$ cat src/rtl/lane_repack_pkg.sv
package lane_repack_pkg;

  localparam int unsigned GROUP_BYTES = 4;
  localparam int unsigned SLOT_W      = $clog2(GROUP_BYTES);
  localparam int unsigned CNT_W       = SLOT_W + 1;

  typedef enum logic [1:0] {
    RP_PASS   = 2'd0,
    RP_SPREAD = 2'd1,
    RP_GATHER = 2'd2,
    RP_SWAP   = 2'd3
  } rp_mode_e;

  typedef enum logic [1:0] {
    ST_IDLE  = 2'd0,
    ST_FILL  = 2'd1,
    ST_DRAIN = 2'd2
  } rp_state_e;

  // Output byte j of a spread byte: lane-0 bits carry b MSB first.
  function automatic logic [7:0] spread_slice(input logic [7:0] b, input logic [SLOT_W-1:0] j);
    logic [7:0] r;
    int unsigned base;
    base = 2 * int'(j);
    r = '0;
    r[0] = b[7 - base];
    r[4] = b[6 - base];
    return r;
  endfunction

  // Keep bit 1 and bit 5 of every byte of a group: the data-out lane.
  function automatic logic [7:0] gather_word(input logic [GROUP_BYTES-1:0][7:0] w);
    logic [7:0] r;
    for (int m = 0; m < GROUP_BYTES; m++) begin
      r[2*m]     = w[m][1];
      r[2*m + 1] = w[m][5];
    end
    return r;
  endfunction

endpackage

$ cat src/rtl/repack_seq.sv
module repack_seq
  import lane_repack_pkg::*;
#(
  parameter int unsigned LEN_W = 16
) (
  input  logic              clk,
  input  logic              rst_n,
  input  logic              start,
  input  logic [1:0]        mode_in,
  input  logic [LEN_W-1:0]  len_in,
  input  logic              in_valid,
  input  logic              out_ready,
  output logic              in_ready,
  output logic              out_valid,
  output logic              busy,
  output logic              done,
  output rp_mode_e          mode_q,
  output logic              take,
  output logic              word_clr,
  output logic [SLOT_W-1:0] slot,
  output logic [SLOT_W-1:0] drain_idx,
  output logic [CNT_W-1:0]  fill_n
);

  rp_state_e         state;
  logic [LEN_W-1:0]  rem;
  logic [CNT_W-1:0]  fill_cnt;
  logic [SLOT_W-1:0] drain_cnt;
  logic [SLOT_W-1:0] drain_last;
  logic              give;
  logic              group_end;
  logic              drain_end;

  assign in_ready  = (state == ST_FILL);
  assign out_valid = (state == ST_DRAIN);
  assign busy      = (state != ST_IDLE);
  assign take      = in_ready && in_valid;
  assign give      = out_valid && out_ready;

  // Pass and spread close a group after one byte; the others after a full word or the last byte.
  assign group_end = take && ((mode_q == RP_PASS) || (mode_q == RP_SPREAD) ||
                              (fill_cnt == CNT_W'(GROUP_BYTES - 1)) || (rem == LEN_W'(1)));

  always_comb begin
    case (mode_q)
      RP_SPREAD: drain_last = SLOT_W'(GROUP_BYTES - 1);
      RP_SWAP:   drain_last = SLOT_W'(fill_cnt - CNT_W'(1));
      default:   drain_last = '0;
    endcase
  end

  assign drain_end = give && (drain_cnt == drain_last);
  assign word_clr  = ((state == ST_IDLE) && start) || drain_end;
  assign slot      = fill_cnt[SLOT_W-1:0];
  assign drain_idx = drain_cnt;
  assign fill_n    = fill_cnt;

  always_ff @(posedge clk or negedge rst_n) begin
    if (!rst_n) begin
      state     <= ST_IDLE;
      rem       <= '0;
      fill_cnt  <= '0;
      drain_cnt <= '0;
      done      <= 1'b0;
      mode_q    <= RP_PASS;
    end else begin
      done <= 1'b0;
      case (state)
        ST_IDLE: begin
          if (start) begin
            mode_q   <= rp_mode_e'(mode_in);
            rem      <= len_in;
            fill_cnt <= '0;
            if (len_in == '0) done  <= 1'b1;
            else              state <= ST_FILL;
          end
        end
        ST_FILL: begin
          if (take) begin
            rem      <= rem - LEN_W'(1);
            fill_cnt <= fill_cnt + CNT_W'(1);
            if (group_end) begin
              state     <= ST_DRAIN;
              drain_cnt <= '0;
            end
          end
        end
        ST_DRAIN: begin
          if (give) begin
            drain_cnt <= drain_cnt + SLOT_W'(1);
            if (drain_end) begin
              fill_cnt <= '0;
              if (rem == '0) begin
                state <= ST_IDLE;
                done  <= 1'b1;
              end else begin
                state <= ST_FILL;
              end
            end
          end
        end
        default: state <= ST_IDLE;
      endcase
    end
  end

  AST_PORTS_EXCLUSIVE: assert property (@(posedge clk) disable iff (!rst_n)
    !(in_ready && out_valid));
  AST_IDLE_QUIET: assert property (@(posedge clk) disable iff (!rst_n)
    !busy |-> (!in_ready && !out_valid));
  AST_NO_EXCESS_INPUT: assert property (@(posedge clk) disable iff (!rst_n)
    in_ready |-> (rem != '0));
  AST_DONE_AT_IDLE: assert property (@(posedge clk) disable iff (!rst_n)
    done |-> (!in_ready && !out_valid));

endmodule

$ cat src/rtl/repack_word.sv
module repack_word
  import lane_repack_pkg::*;
(
  input  logic              clk,
  input  logic              rst_n,
  input  logic              word_clr,
  input  logic              take,
  input  logic [SLOT_W-1:0] slot,
  input  logic [7:0]        in_data,
  input  rp_mode_e          mode_q,
  input  logic [SLOT_W-1:0] drain_idx,
  input  logic [CNT_W-1:0]  fill_n,
  output logic [7:0]        out_data
);

  logic [GROUP_BYTES-1:0][7:0] word_q;
  logic [SLOT_W-1:0]           swap_idx;

  always_ff @(posedge clk or negedge rst_n) begin
    if (!rst_n)        word_q       <= '0;
    else if (word_clr) word_q       <= '0;
    else if (take)     word_q[slot] <= in_data;
  end

  assign swap_idx = SLOT_W'(fill_n - CNT_W'(1) - CNT_W'(drain_idx));

  always_comb begin
    case (mode_q)
      RP_SPREAD: out_data = spread_slice(word_q[0], drain_idx);
      RP_GATHER: out_data = gather_word(word_q);
      RP_SWAP:   out_data = word_q[swap_idx];
      default:   out_data = word_q[0];
    endcase
  end

endmodule

$ cat src/rtl/lane_repacker.sv
module lane_repacker
  import lane_repack_pkg::*;
#(
  parameter int unsigned LEN_W = 16
) (
  input  logic             clk,
  input  logic             rst_n,
  input  logic             start,
  input  logic [1:0]       mode,
  input  logic [LEN_W-1:0] len,
  input  logic [7:0]       in_data,
  input  logic             in_valid,
  output logic             in_ready,
  output logic [7:0]       out_data,
  output logic             out_valid,
  input  logic             out_ready,
  output logic             busy,
  output logic             done
);

  rp_mode_e          mode_q;
  logic              take;
  logic              word_clr;
  logic [SLOT_W-1:0] slot;
  logic [SLOT_W-1:0] drain_idx;
  logic [CNT_W-1:0]  fill_n;

  repack_seq #(.LEN_W(LEN_W)) u_seq (
    .clk       (clk),
    .rst_n     (rst_n),
    .start     (start),
    .mode_in   (mode),
    .len_in    (len),
    .in_valid  (in_valid),
    .out_ready (out_ready),
    .in_ready  (in_ready),
    .out_valid (out_valid),
    .busy      (busy),
    .done      (done),
    .mode_q    (mode_q),
    .take      (take),
    .word_clr  (word_clr),
    .slot      (slot),
    .drain_idx (drain_idx),
    .fill_n    (fill_n)
  );

  repack_word u_word (
    .clk       (clk),
    .rst_n     (rst_n),
    .word_clr  (word_clr),
    .take      (take),
    .slot      (slot),
    .in_data   (in_data),
    .mode_q    (mode_q),
    .drain_idx (drain_idx),
    .fill_n    (fill_n),
    .out_data  (out_data)
  );

  AST_STALL_KEEPS_VALID: assert property (@(posedge clk) disable iff (!rst_n)
    (out_valid && !out_ready) |=> out_valid);
  AST_STALL_KEEPS_DATA: assert property (@(posedge clk) disable iff (!rst_n)
    (out_valid && !out_ready) |=> $stable(out_data));
  AST_SPREAD_LANE_ZERO: assert property (@(posedge clk) disable iff (!rst_n)
    (out_valid && mode_q == RP_SPREAD) |-> ((out_data & 8'hEE) == 8'h00));

endmodule

$ cat config.mk
export PLATFORM = sky130hd
export DESIGN_NAME = lane_repacker
export DESIGN_NICKNAME = d
export VERILOG_FILES = /design/src/rtl/lane_repack_pkg.sv /design/src/rtl/repack_seq.sv /design/src/rtl/repack_word.sv /design/src/rtl/lane_repacker.sv
export SDC_FILE = /design/constraint.sdc
export NUM_CORES = 1
export LEC_CHECK = 0
export BUFFER_PORTS_ARGS = -buffer_cell sky130_fd_sc_hd__buf_2
export CAP_MARGIN = 15
export CELL_PAD_IN_SITES_DETAIL_PLACEMENT = 1
export CELL_PAD_IN_SITES_GLOBAL_PLACEMENT = 1
export CORE_MARGIN = 4
export CORE_UTILIZATION = 49
export DETAILED_ROUTE_END_ITERATION = 12
export PLACE_DENSITY_LB_ADDON = 0.1
export SLEW_MARGIN = 20
export SYNTH_ARGS = -nofsm -noshare
export SYNTH_HDL_FRONTEND = slang
export SYNTH_HIERARCHICAL = 1
export SYNTH_SLANG_ARGS = --single-unit
$ cat constraint.sdc
create_clock -name clk -period 4.8 [get_ports clk]
set_input_delay 0.48 -clock clk [delete_from_list [all_inputs] [get_ports clk]]
set_output_delay 0.48 -clock clk [all_outputs]
set_load 0.02 [all_outputs]
==> impl_metrics.json, run 1 <==
{
  "worst_setup_path_end_kind": "flip-flop",
  "firstDrtPassIters": 5,
  "yosysTopAreaCell": "dfrtp_1",
  "crit_path_max_fanout": 32,
  "die_w_microns": 91.5,
  "groute.usage.overall_pct": 22.0,
  "ys_seq_area_share_pct": 42.4,
  "design.core.area_sq_mm": 0.00679,
  "first_global_vias": 2956,
  "io_buffers": 42,
  "p_leak_nw": 1.92,
  "gr-total-overflow": 0,
  "synth_fa_ha_area_share_pct": 2.20,
  "pre_cts_slack_ns": 1.47,
  "yosys.area_share.simple_pct": 17.6,
  "synth_top_family_by_area": "multiplexers",
  "cp-start-kind": "flip-flop",
  "hp-class": "input pin to asynchronous set/reset pin",
  "cts_made_buffers": 9,
  "ys_ff_latch": 58,
  "crit_family": "simple AND/OR/NAND/NOR gates",
  "diodes": 0,
  "grt_pass1_wl_mm": 14.7,
  "path_buf_inv": 3,
  "power_mw": 2.43,
  "synth_area_per_cell_sq_um": 10.1,
  "finalHoldViolations": 0,
  "hold_slack_ns": 0.310,
  "antenna_found_initial": 0,
  "finClkSkew_ns": 0.00508,
  "synth_xor_xnor_area_share_pct": 0.695,
  "dieHeight_microns": 91.5,
  "status": "finished, final reports clean",
  "gp_congestion": 0.838,
  "clkSlewWorstSetupHoldPaths_ns": 0.07,
  "drv_cap": 0,
  "synth_cell_types": 54,
  "cts_max_level": 3,
  "tightest_slew_ns": 0.839,
  "pin_count": 43,
  "crit_chain": "nand2b_1 -> inv_1 -> nand2_1 -> inv_1 -> nor3b_1 -> buf_4 -> mux2i_1 -> nor2_1",
  "post_cts_resized": 0,
  "rrSetupSlack_ns": 1.47,
  "irDropWorstVdd_v": 0.000252,
  "synthArstFlopShare_pct": 100,
  "start_util_pct": 50.3,
  "finalCriticalPeriod_ns": 3.33,
  "post-dp-hpwl_mm": 6.20,
  "worstPathArrival_ns": 3.52,
  "viasPerCell": 5.96,
  "synth_most_common_cell": "dfrtp_1",
  "setup_viol": 0,
  "num_vias": 2844,
  "timing.max_slew.rel_slack_pct": 44.0,
  "layout.nets": 414,
  "cts_hold_buf": 0,
  "reg2reg_depth": 8,
  "crit_start": "u_seq/state[1]$_DFFE_PN0P_",
  "post-route-period-util_pct": 69.3,
  "drc": 0,
  "drive_gt1_share_pct": 21.0,
  "rows": 30,
  "syn2layout_area_growth_pct": 13.4,
  "slowest_stage": "inv_1",
  "tritoncts": "done",
  "synthFlopType": "dfrtp_1",
  "clockRootBuffer": "clkbuf_8",
  "antenna_left": 0,
  "synth-edff-count": 0,
  "slew_viol_final": 0,
  "syn_nets": 377,
  "clk_latency_ns": 0.33,
  "rsz0062_at_grt": "false",
  "reg2reg_from": "u_seq/state[1]$_DFFE_PN0P_",
  "synth_compound_area_share_pct": 13.6,
  "clock-sinks": 58,
  "yosys_warnings": 6,
  "synth_area_sq_mm": 0.00342,
  "cts_buffer_depth": 2,
  "dieArea_sq_mm": 0.00838,
  "drt_wl_total_mm": 8.82,
  "wire_per_inst_microns": 18.5,
  "critPathKind": "flip-flop to flip-flop",
  "powerDensity_mw_per_mm2": 627,
  "finalWorstSetupSlack_ns": 1.47,
  "cp.required_ns": 4.99,
  "max_stage_delay_ns": 0.76,
  "syn_inst": 340,
  "regArea_sq_mm": 0.00145,
  "synth.area.top_cells": "dfrtp_1 (42%), mux2i_1 (16%), nor2_1 (5.4%)",
  "rr_endpoint": "u_word/word_q[4]$_DFFE_PN0P_",
  "synthMuxAreaShare_pct": 20.0,
  "multi_input_area_sq_mm": 0.00185,
  "drt_iter0_markers": 154,
  "fill_cells": 786,
  "cpMostUsedCell": "inv_1",
  "grt_max_degree": 59,
  "post-cts-setup-buffers": 0,
  "setup_tns_ns": 0,
  "synth_top_area_share_pct": 42.4,
  "clock.fmax_mhz": 300,
  "ys_top_cells_by_count": "dfrtp_1 (58), mux2i_1 (53), nor2_1 (49)"
}
==> state kept, by name (all words and copies together), names as in the netlist <==
register	count
u_seq/fill_n	3
u_seq/drain_idx	2
u_seq/state	2
u_word/word_q	32
u_seq/done	1
u_seq/mode_q	2
u_seq/rem	16
==> worst max-delay path by stage <==
stage,end,slack (ns),depth (start not counted)
after global placement,u_word/word_q[2]$_DFFE_PN0P_,1.59,8
after floorplan,out_data[0],2.40,4
after CTS,u_word/word_q[4]$_DFFE_PN0P_,1.45,8
after global routing,u_word/word_q[4]$_DFFE_PN0P_,1.17,8
after detailed placement,u_word/word_q[4]$_DFFE_PN0P_,1.47,8
final,u_word/word_q[4]$_DFFE_PN0P_,1.47,8
==> area by class of cell <==
cell class	count	share of cell area [%]
repair buffers	45	6.00
clock inverters	3	1.03
flip-flops and latches	58	37.4
inverters	10	0.968
clock buffers	12	3.74
multi-input cells	253	47.7
well taps	96	3.10
==> cell families (layout without fill, tap and decap cells) <==
kind of cell             after synthesis  in the layout
AO/OA/AOI/OAI                         72             72
XOR/XNOR                               1              1
adder cells (fa/ha/maj)                6              6
buffers and inverters                 29             70
flip-flops                            58             58
multiplexers                          60             60
AND/OR/NAND/NOR                      114            114
==> worst reg2reg max path, delay by kind of cell, from the launching register on <==
kind	cells	cell delay (ns)
DFF	1	0.42
and+or+nand+nor	4	1.31
muxes	1	0.20
buffers and inverters	3	1.24
==> cells in the final DEF (no fill, tap or decap), types with 2 or more instances in the layout <==
cell / netlist / routed
dfrtp_1: 58 / 58
mux2i_1: 53 / 53
nor2_1: 49 / 49
buf_2: 2 / 42
o21ai_0: 20 / 20
a21oi_1: 19 / 19
nand2_1: 13 / 12
clkbuf_8: 0 / 10
inv_1: 10 / 10
or2_2: 10 / 10
nor4_1: 7 / 7
ha_1: 6 / 6
o221ai_1: 6 / 6
nand3_1: 5 / 5
nand3b_1: 4 / 4
o22ai_1: 4 / 4
mux4_2: 4 / 4
buf_4: 2 / 3
nand4_1: 3 / 3
nand2b_1: 3 / 3
or3_1: 3 / 3
a22oi_1: 3 / 3
clkinv_2: 0 / 2
clkbuf_1: 13 / 2
nor2b_1: 2 / 2
and4b_1: 2 / 2
or4_4: 2 / 2
a31oi_1: 2 / 2
and2_1: 2 / 2
a2bb2oi_1: 2 / 2
nor3b_1: 2 / 2
o2bb2ai_1: 2 / 2
o32ai_1: 2 / 2
mux4_1: 2 / 2
==> routing by layer <==
layer | track usage [%] | part of all wire [%] | wire length, microns | up-vias
li1 | - | - | - | 1326
met3 | 5.30 | 3.9 | 348 | 12
met5 | 0 | 0 | 0 | -
met4 | 7.04 | 1.2 | 106 | 0
met2 | 34.5 | 49 | 4340 | 55
met1 | 30.0 | 46 | 4030 | 1451
==> power breakdown <==
part	internal, mW	total, mW	switching (mW)
clock network	0.250	0.437	0.187
logic	0.476	1.10	0.627
registers	0.660	0.893	0.233
total	1.39	2.43	1.05
==> per-stage QoR <==
stage | instance area (sq um) | util [%] | instances
floorplan | 3420 | - | 340
finish | 3880 | 57.1 | 477
global route | 3880 | 57.1 | 477
detailed placement | 3690 | 54.3 | 462
global placement | 3690 | 54.3 | 462
CTS | 3880 | 57.1 | 477
Note: power is estimated with default switching activity, not from simulation.
==> inputs of run 2 (changes only) <==
CORE_UTILIZATION = 41   (was 49)
clock period = 3 ns   (was 4.8 ns; I/O delays follow)
==> run 2 against run 1 <==
Effect of this change: final area grew 1.4%; setup slack lost 1.3 ns; sequential power grew 56%; first-iteration DRC count shrank 32%; cell count grew 3.4%; power grew 59%; sequential cell count is the same; via count shrank 2.5%; die area grew 18%; critical endpoint is now out_data[4].
==> impl_metrics.json, run 2 (synthesis gave the netlist of run 1 again) <==
{
  "status": "finished, final reports clean",
  "dp_cells": 476,
  "tritoncts": "done",
  "rows": 33,
  "worst_setup_path_end_kind": "primary output",
  "cts_max_level": 3,
  "die_w_microns": 99.3,
  "drt_iter0_markers": 104,
  "rrSetupSlack_ns": 0.53,
  "wire_per_inst_microns": 18.2,
  "firstDrtPassIters": 4,
  "first_global_vias": 2821,
  "rsz0062_at_grt": "false",
  "critPathKind": "flip-flop to primary output",
  "drt_wl_total_mm": 8.96,
  "cts_buffer_depth": 2,
  "wl_met3_microns": 185,
  "post-dp-hpwl_mm": 6.28,
  "timing.max_slew.rel_slack_pct": 51.4,
  "finClkSkew_ns": 0.0111,
  "min_from": "mode[1]",
  "dr_wl_met2_mm": 4.08,
  "gr-total-overflow": 0,
  "slew_viol_final": 0,
  "start_util_pct": 41.8,
  "num_vias": 2774,
  "reg2reg_depth": 7,
  "largest_register_ffs": 32,
  "hold-path-cell-count": 3,
  "clock-sinks": 58,
  "rr_endpoint": "u_word/word_q[4]$_DFFE_PN0P_",
  "final_cells": 493,
  "clkSlewWorstSetupHoldPaths_ns": 0.07,
  "cts_made_buffers": 9,
  "final_cell_mix": "dfrtp_1 (58), mux2i_1 (53), nor2_1 (49), buf_2 (42), o21ai_0 (20)",
  "clock.fmax_mhz": 356,
  "grt_max_degree": 59,
  "diodes": 0,
  "powerDensity_mw_per_mm2": 985,
  "setup_viol": 0,
  "dieHeight_microns": 99.3,
  "crit_path_max_fanout": 7,
  "finalHoldViolations": 0,
  "grt_pass1_wl_mm": 15.0,
  "viasPerCell": 5.63,
  "regMostFlops": "u_word/word_q",
  "dieArea_sq_mm": 0.00987,
  "antenna_found_initial": 0,
  "cp.required_ns": 2.70,
  "gp_congestion": 0.784,
  "io_buffers": 42,
  "multi_input_area_sq_mm": 0.00185,
  "antenna_left": 0,
  "met1_length_mm": 4.62,
  "holdPathEnd": "u_seq/mode_q[1]$_DFFE_PN0P_",
  "p_leak_nw": 1.94,
  "pin_count": 43,
  "layout.nets": 420,
  "reg2reg_from": "u_seq/fill_n[0]$_DFFE_PN0P_",
  "design.core.area_sq_mm": 0.00818,
  "cp-start-kind": "flip-flop",
  "finalCriticalPeriod_ns": 2.81,
  "finish.utilization_pct": 48.1,
  "final_common_cell": "dfrtp_1",
  "drc": 0,
  "irDropWorstVdd_v": 0.000353,
  "hp-class": "input pin to flip-flop",
  "setup_tns_ns": 0,
  "top_layer": "met4",
  "post-route-period-util_pct": 93.6,
  "groute.usage.overall_pct": 19.2,
  "tightest_slew_ns": 0.727,
  "worstPathArrival_ns": 2.51,
  "syn2layout_area_growth_pct": 15.0,
  "drive_gt1_share_pct": 22.2,
  "clk_latency_ns": 0.34,
  "fill_cells": 947,
  "drv_cap": 0,
  "regArea_sq_mm": 0.00145,
  "clockRootBuffer": "clkbuf_8"
}
==> run 2: repair_timing <==
action / CTS / global route
setup buffers: 0 / 0
resized for setup: 0 / 0
setup endpoints to repair: 0 / 0
hold buffers: 1 / 0
endpoints found under the hold margin: 58 / 0
==> run 2: critical path, stage by stage, from the launching register on <==
cell and delay (ns):
dfrtp_1 0.49, inv_1 0.08, ha_1 0.36, mux4_1 0.58, mux4_2 0.49, buf_2 0.18
==> run 2: per-layer routing <==
layer	vias up	global-route usage, %
li1	1344	-
met1	1394	28.0
met2	31	28.9
met3	5	3.65
met4	0	5.99
met5	-	0
==> run 2: worst max-delay path by stage <==
stage	start	to	slack, ns
floorplan	u_seq/drain_idx[0]$_DFFE_PN0P_	out_data[0]	0.78
global placement	u_seq/drain_idx[0]$_DFFE_PN0P_	out_data[0]	0.60
detailed placement	u_seq/drain_idx[0]$_DFFE_PN0P_	out_data[0]	0.51
CTS	u_seq/drain_idx[0]$_DFFE_PN0P_	out_data[0]	0.14
global route	u_seq/drain_idx[0]$_DFFE_PN0P_	out_data[0]	0.04
finish	u_seq/drain_idx[0]$_DFFE_PN0P_	out_data[4]	0.19
==> run 2: final cells by class <==
class | count | share of cell area, %
Clock buffer | 11 | 3.59
Multi-Input combinational cell | 253 | 47.0
Clock inverter | 5 | 0.763
Tap cell | 105 | 3.34
Sequential cell | 58 | 36.9
Inverter | 10 | 0.954
Timing Repair Buffer | 51 | 7.44
==> run 2: report_power, final <==
part	internal [mW]	leakage, nW	total (mW)	switching [mW]
registers	1.06	0.752	1.39	0.338
clock network	0.318	0.0851	0.639	0.321
logic	0.807	1.11	1.84	1.04
==> run 2: stage by stage <==
stage / hold WS, ns / worst slack, ns / total power [mW] / area [sq um]
2_1_floorplan: 0.00441 / 0.782 / 2.71 / 3420
3_3_place_gp: 0.337 / 0.596 / 3.20 / 3750
3_5_place_dp: 0.336 / 0.513 / 3.26 / 3750
4_1_cts: 0.182 / 0.141 / 3.92 / 3930
5_1_grt: 0.185 / 0.0395 / 4.19 / 3930
6_report: 0.192 / 0.191 / 3.88 / 3930
==> inputs of run 3 (changes only) <==
==> constraint.sdc (replaced) <==
create_clock -name clk -period 3 [get_ports clk]
set_input_delay 0 -clock clk [delete_from_list [all_inputs] [get_ports clk]]
set_output_delay 0 -clock clk [all_outputs]
set_load 0.02 [all_outputs]
==> run 3 against run 2 <==
Effect of this change: fmax increased by 9.4%; clock-buffer cell count unchanged; cell count increased by 3.0%; final area increased by 4.7%; largest cell class unchanged; critical endpoint unchanged; power increased by 5.5%; setup slack improved by 0.24 ns; highest routed layer unchanged; non-clock buffer count increased by 15; sequential power about the same.
==> impl_metrics.json, run 3 (synthesis gave the netlist of run 1 again) <==
{
  "io_buffers": 42,
  "tritoncts": "done",
  "regMostFlops": "u_word/word_q",
  "grt_pass1_wl_mm": 15.9,
  "tightest_slew_ns": 0.698,
  "rrSetupSlack_ns": 0.57,
  "dp_cells": 476,
  "diodes": 0,
  "min_from": "len[10]",
  "wire_per_inst_microns": 18.7,
  "clkSlewWorstSetupHoldPaths_ns": 0.07,
  "dieArea_sq_mm": 0.00987,
  "setup_tns_ns": 0,
  "design.core.area_sq_mm": 0.00818,
  "viasPerCell": 5.73,
  "die_w_microns": 99.3,
  "cp.required_ns": 3.00,
  "syn2layout_area_growth_pct": 20.5,
  "hold-path-cell-count": 3,
  "final_cell_mix": "dfrtp_1 (58), mux2i_1 (53), nor2_1 (49), buf_2 (42), o21ai_0 (20)",
  "drive_gt1_share_pct": 21.3,
  "post-dp-hpwl_mm": 6.64,
  "clockRootBuffer": "clkbuf_8",
  "post-route-period-util_pct": 85.6,
  "dieHeight_microns": 99.3,
  "firstDrtPassIters": 4,
  "hold_slack_ns": 0.0100,
  "antenna_left": 0,
  "clk_latency_ns": 0.33,
  "cts_max_level": 3,
  "timing.max_slew.rel_slack_pct": 53.4,
  "gr-total-overflow": 0,
  "layout.nets": 435,
  "drt_iter0_markers": 131,
  "final_cells": 508,
  "regArea_sq_mm": 0.00145,
  "groute.usage.overall_pct": 20.4,
  "status": "finished, final reports clean",
  "finalHoldViolations": 0,
  "p_leak_nw": 2.03,
  "fill_cells": 940,
  "powerDensity_mw_per_mm2": 992,
  "post_cts_resized": 0,
  "holdPathEnd": "u_seq/rem[10]$_DFFE_PN0P_",
  "setup_viol": 0,
  "reg2reg_depth": 7,
  "gp_congestion": 0.807,
  "multi_input_area_sq_mm": 0.00185,
  "reg2reg_from": "u_seq/fill_n[0]$_DFFE_PN0P_",
  "final_common_cell": "dfrtp_1",
  "grt_max_degree": 40,
  "cp-start-kind": "flip-flop",
  "antenna_found_initial": 0,
  "largest_register_ffs": 32,
  "drv_cap": 0,
  "slew_viol_final": 0,
  "clock.fmax_mhz": 389,
  "hp-class": "input pin to flip-flop",
  "start_util_pct": 41.8,
  "pin_count": 43,
  "finClkSkew_ns": 0.00741,
  "drt_wl_total_mm": 9.50,
  "irDropWorstVdd_v": 0.000363,
  "clock-sinks": 58,
  "finalCriticalPeriod_ns": 2.57,
  "crit_path_max_fanout": 7,
  "drc": 0,
  "num_vias": 2912,
  "rows": 33,
  "first_global_vias": 3060,
  "cts_made_buffers": 9,
  "rr_endpoint": "u_word/word_q[6]$_DFFE_PN0P_",
  "worst_setup_path_end_kind": "primary output",
  "critPathKind": "flip-flop to primary output",
  "worstPathArrival_ns": 2.57,
  "rsz0062_at_grt": "false",
  "cts_buffer_depth": 2
}
## run 3: changes by cell type in the layout (fill, tap and decap cells not counted)
cell,delta
buf_4,+1
clkinvlp_4,-1
dlygate4sd3_1,+15
bufinv_16,+2
clkinv_2,-1
buf_12,-1
## run 3: per-stage QoR
step | power (mW) | instance area [sq um] | utilization [%] | setup WS, ns
3_3_place_gp | 3.20 | 3740 | 45.7 | 0.681
6_report | 4.09 | 4120 | 50.4 | 0.431
2_1_floorplan | 2.71 | 3420 | - | 0.820
4_1_cts | 4.12 | 4120 | 50.4 | 0.406
5_1_grt | 4.40 | 4120 | 50.4 | 0.292
3_5_place_dp | 3.28 | 3740 | 45.7 | 0.590
## run 3: critical path: stages, from the launching register on
cell	delay (ns)
dfrtp_1	0.54
inv_1	0.08
ha_1	0.38
mux4_1	0.57
mux4_2	0.49
buf_2	0.18
## run 3: how the worst max path moves through the flow
stage,from,endpoint,slack (ns),depth (start not counted)
floorplan,u_seq/fill_n[0]$_DFFE_PN0P_,u_word/word_q[0]$_DFFE_PN0P_,0.82,7
global placement,u_seq/fill_n[0]$_DFFE_PN0P_,u_word/word_q[4]$_DFFE_PN0P_,0.68,7
detailed placement,u_seq/fill_n[0]$_DFFE_PN0P_,u_word/word_q[6]$_DFFE_PN0P_,0.59,7
CTS,u_seq/drain_idx[0]$_DFFE_PN0P_,out_data[4],0.41,5
global route,u_seq/drain_idx[0]$_DFFE_PN0P_,out_data[4],0.29,5
finish,u_seq/drain_idx[0]$_DFFE_PN0P_,out_data[4],0.43,5
## run 3: repair_timing
action | in CTS | in global routing
setup buffers | 0 | 0
endpoints found under the hold margin | 57 | 0
hold buffers | 16 | 0
## run 3: power by group
part           internal [mW]  switching [mW]
registers               1.06           0.345
logic                  0.819            1.06
clock network          0.488           0.323
total                   2.36            1.72
## run 3: per-layer routing
metal | track usage [%] | vias up | share of wire [%]
li1 | - | 1368 | -
met5 | 0 | - | 0
met4 | 7.35 | 0 | 1.5
met2 | 32.5 | 35 | 48
met1 | 28.3 | 1494 | 48
met3 | 3.02 | 15 | 2.3
## run 3: cell type report
class / instances / area share, %
well taps: 105 / 3.19
clock inverters: 5 / 1.88
multi-input cells: 253 / 44.9
repair buffers: 66 / 10.4
clock buffers: 11 / 3.43
flip-flops and latches: 58 / 35.2
inverters: 10 / 0.911
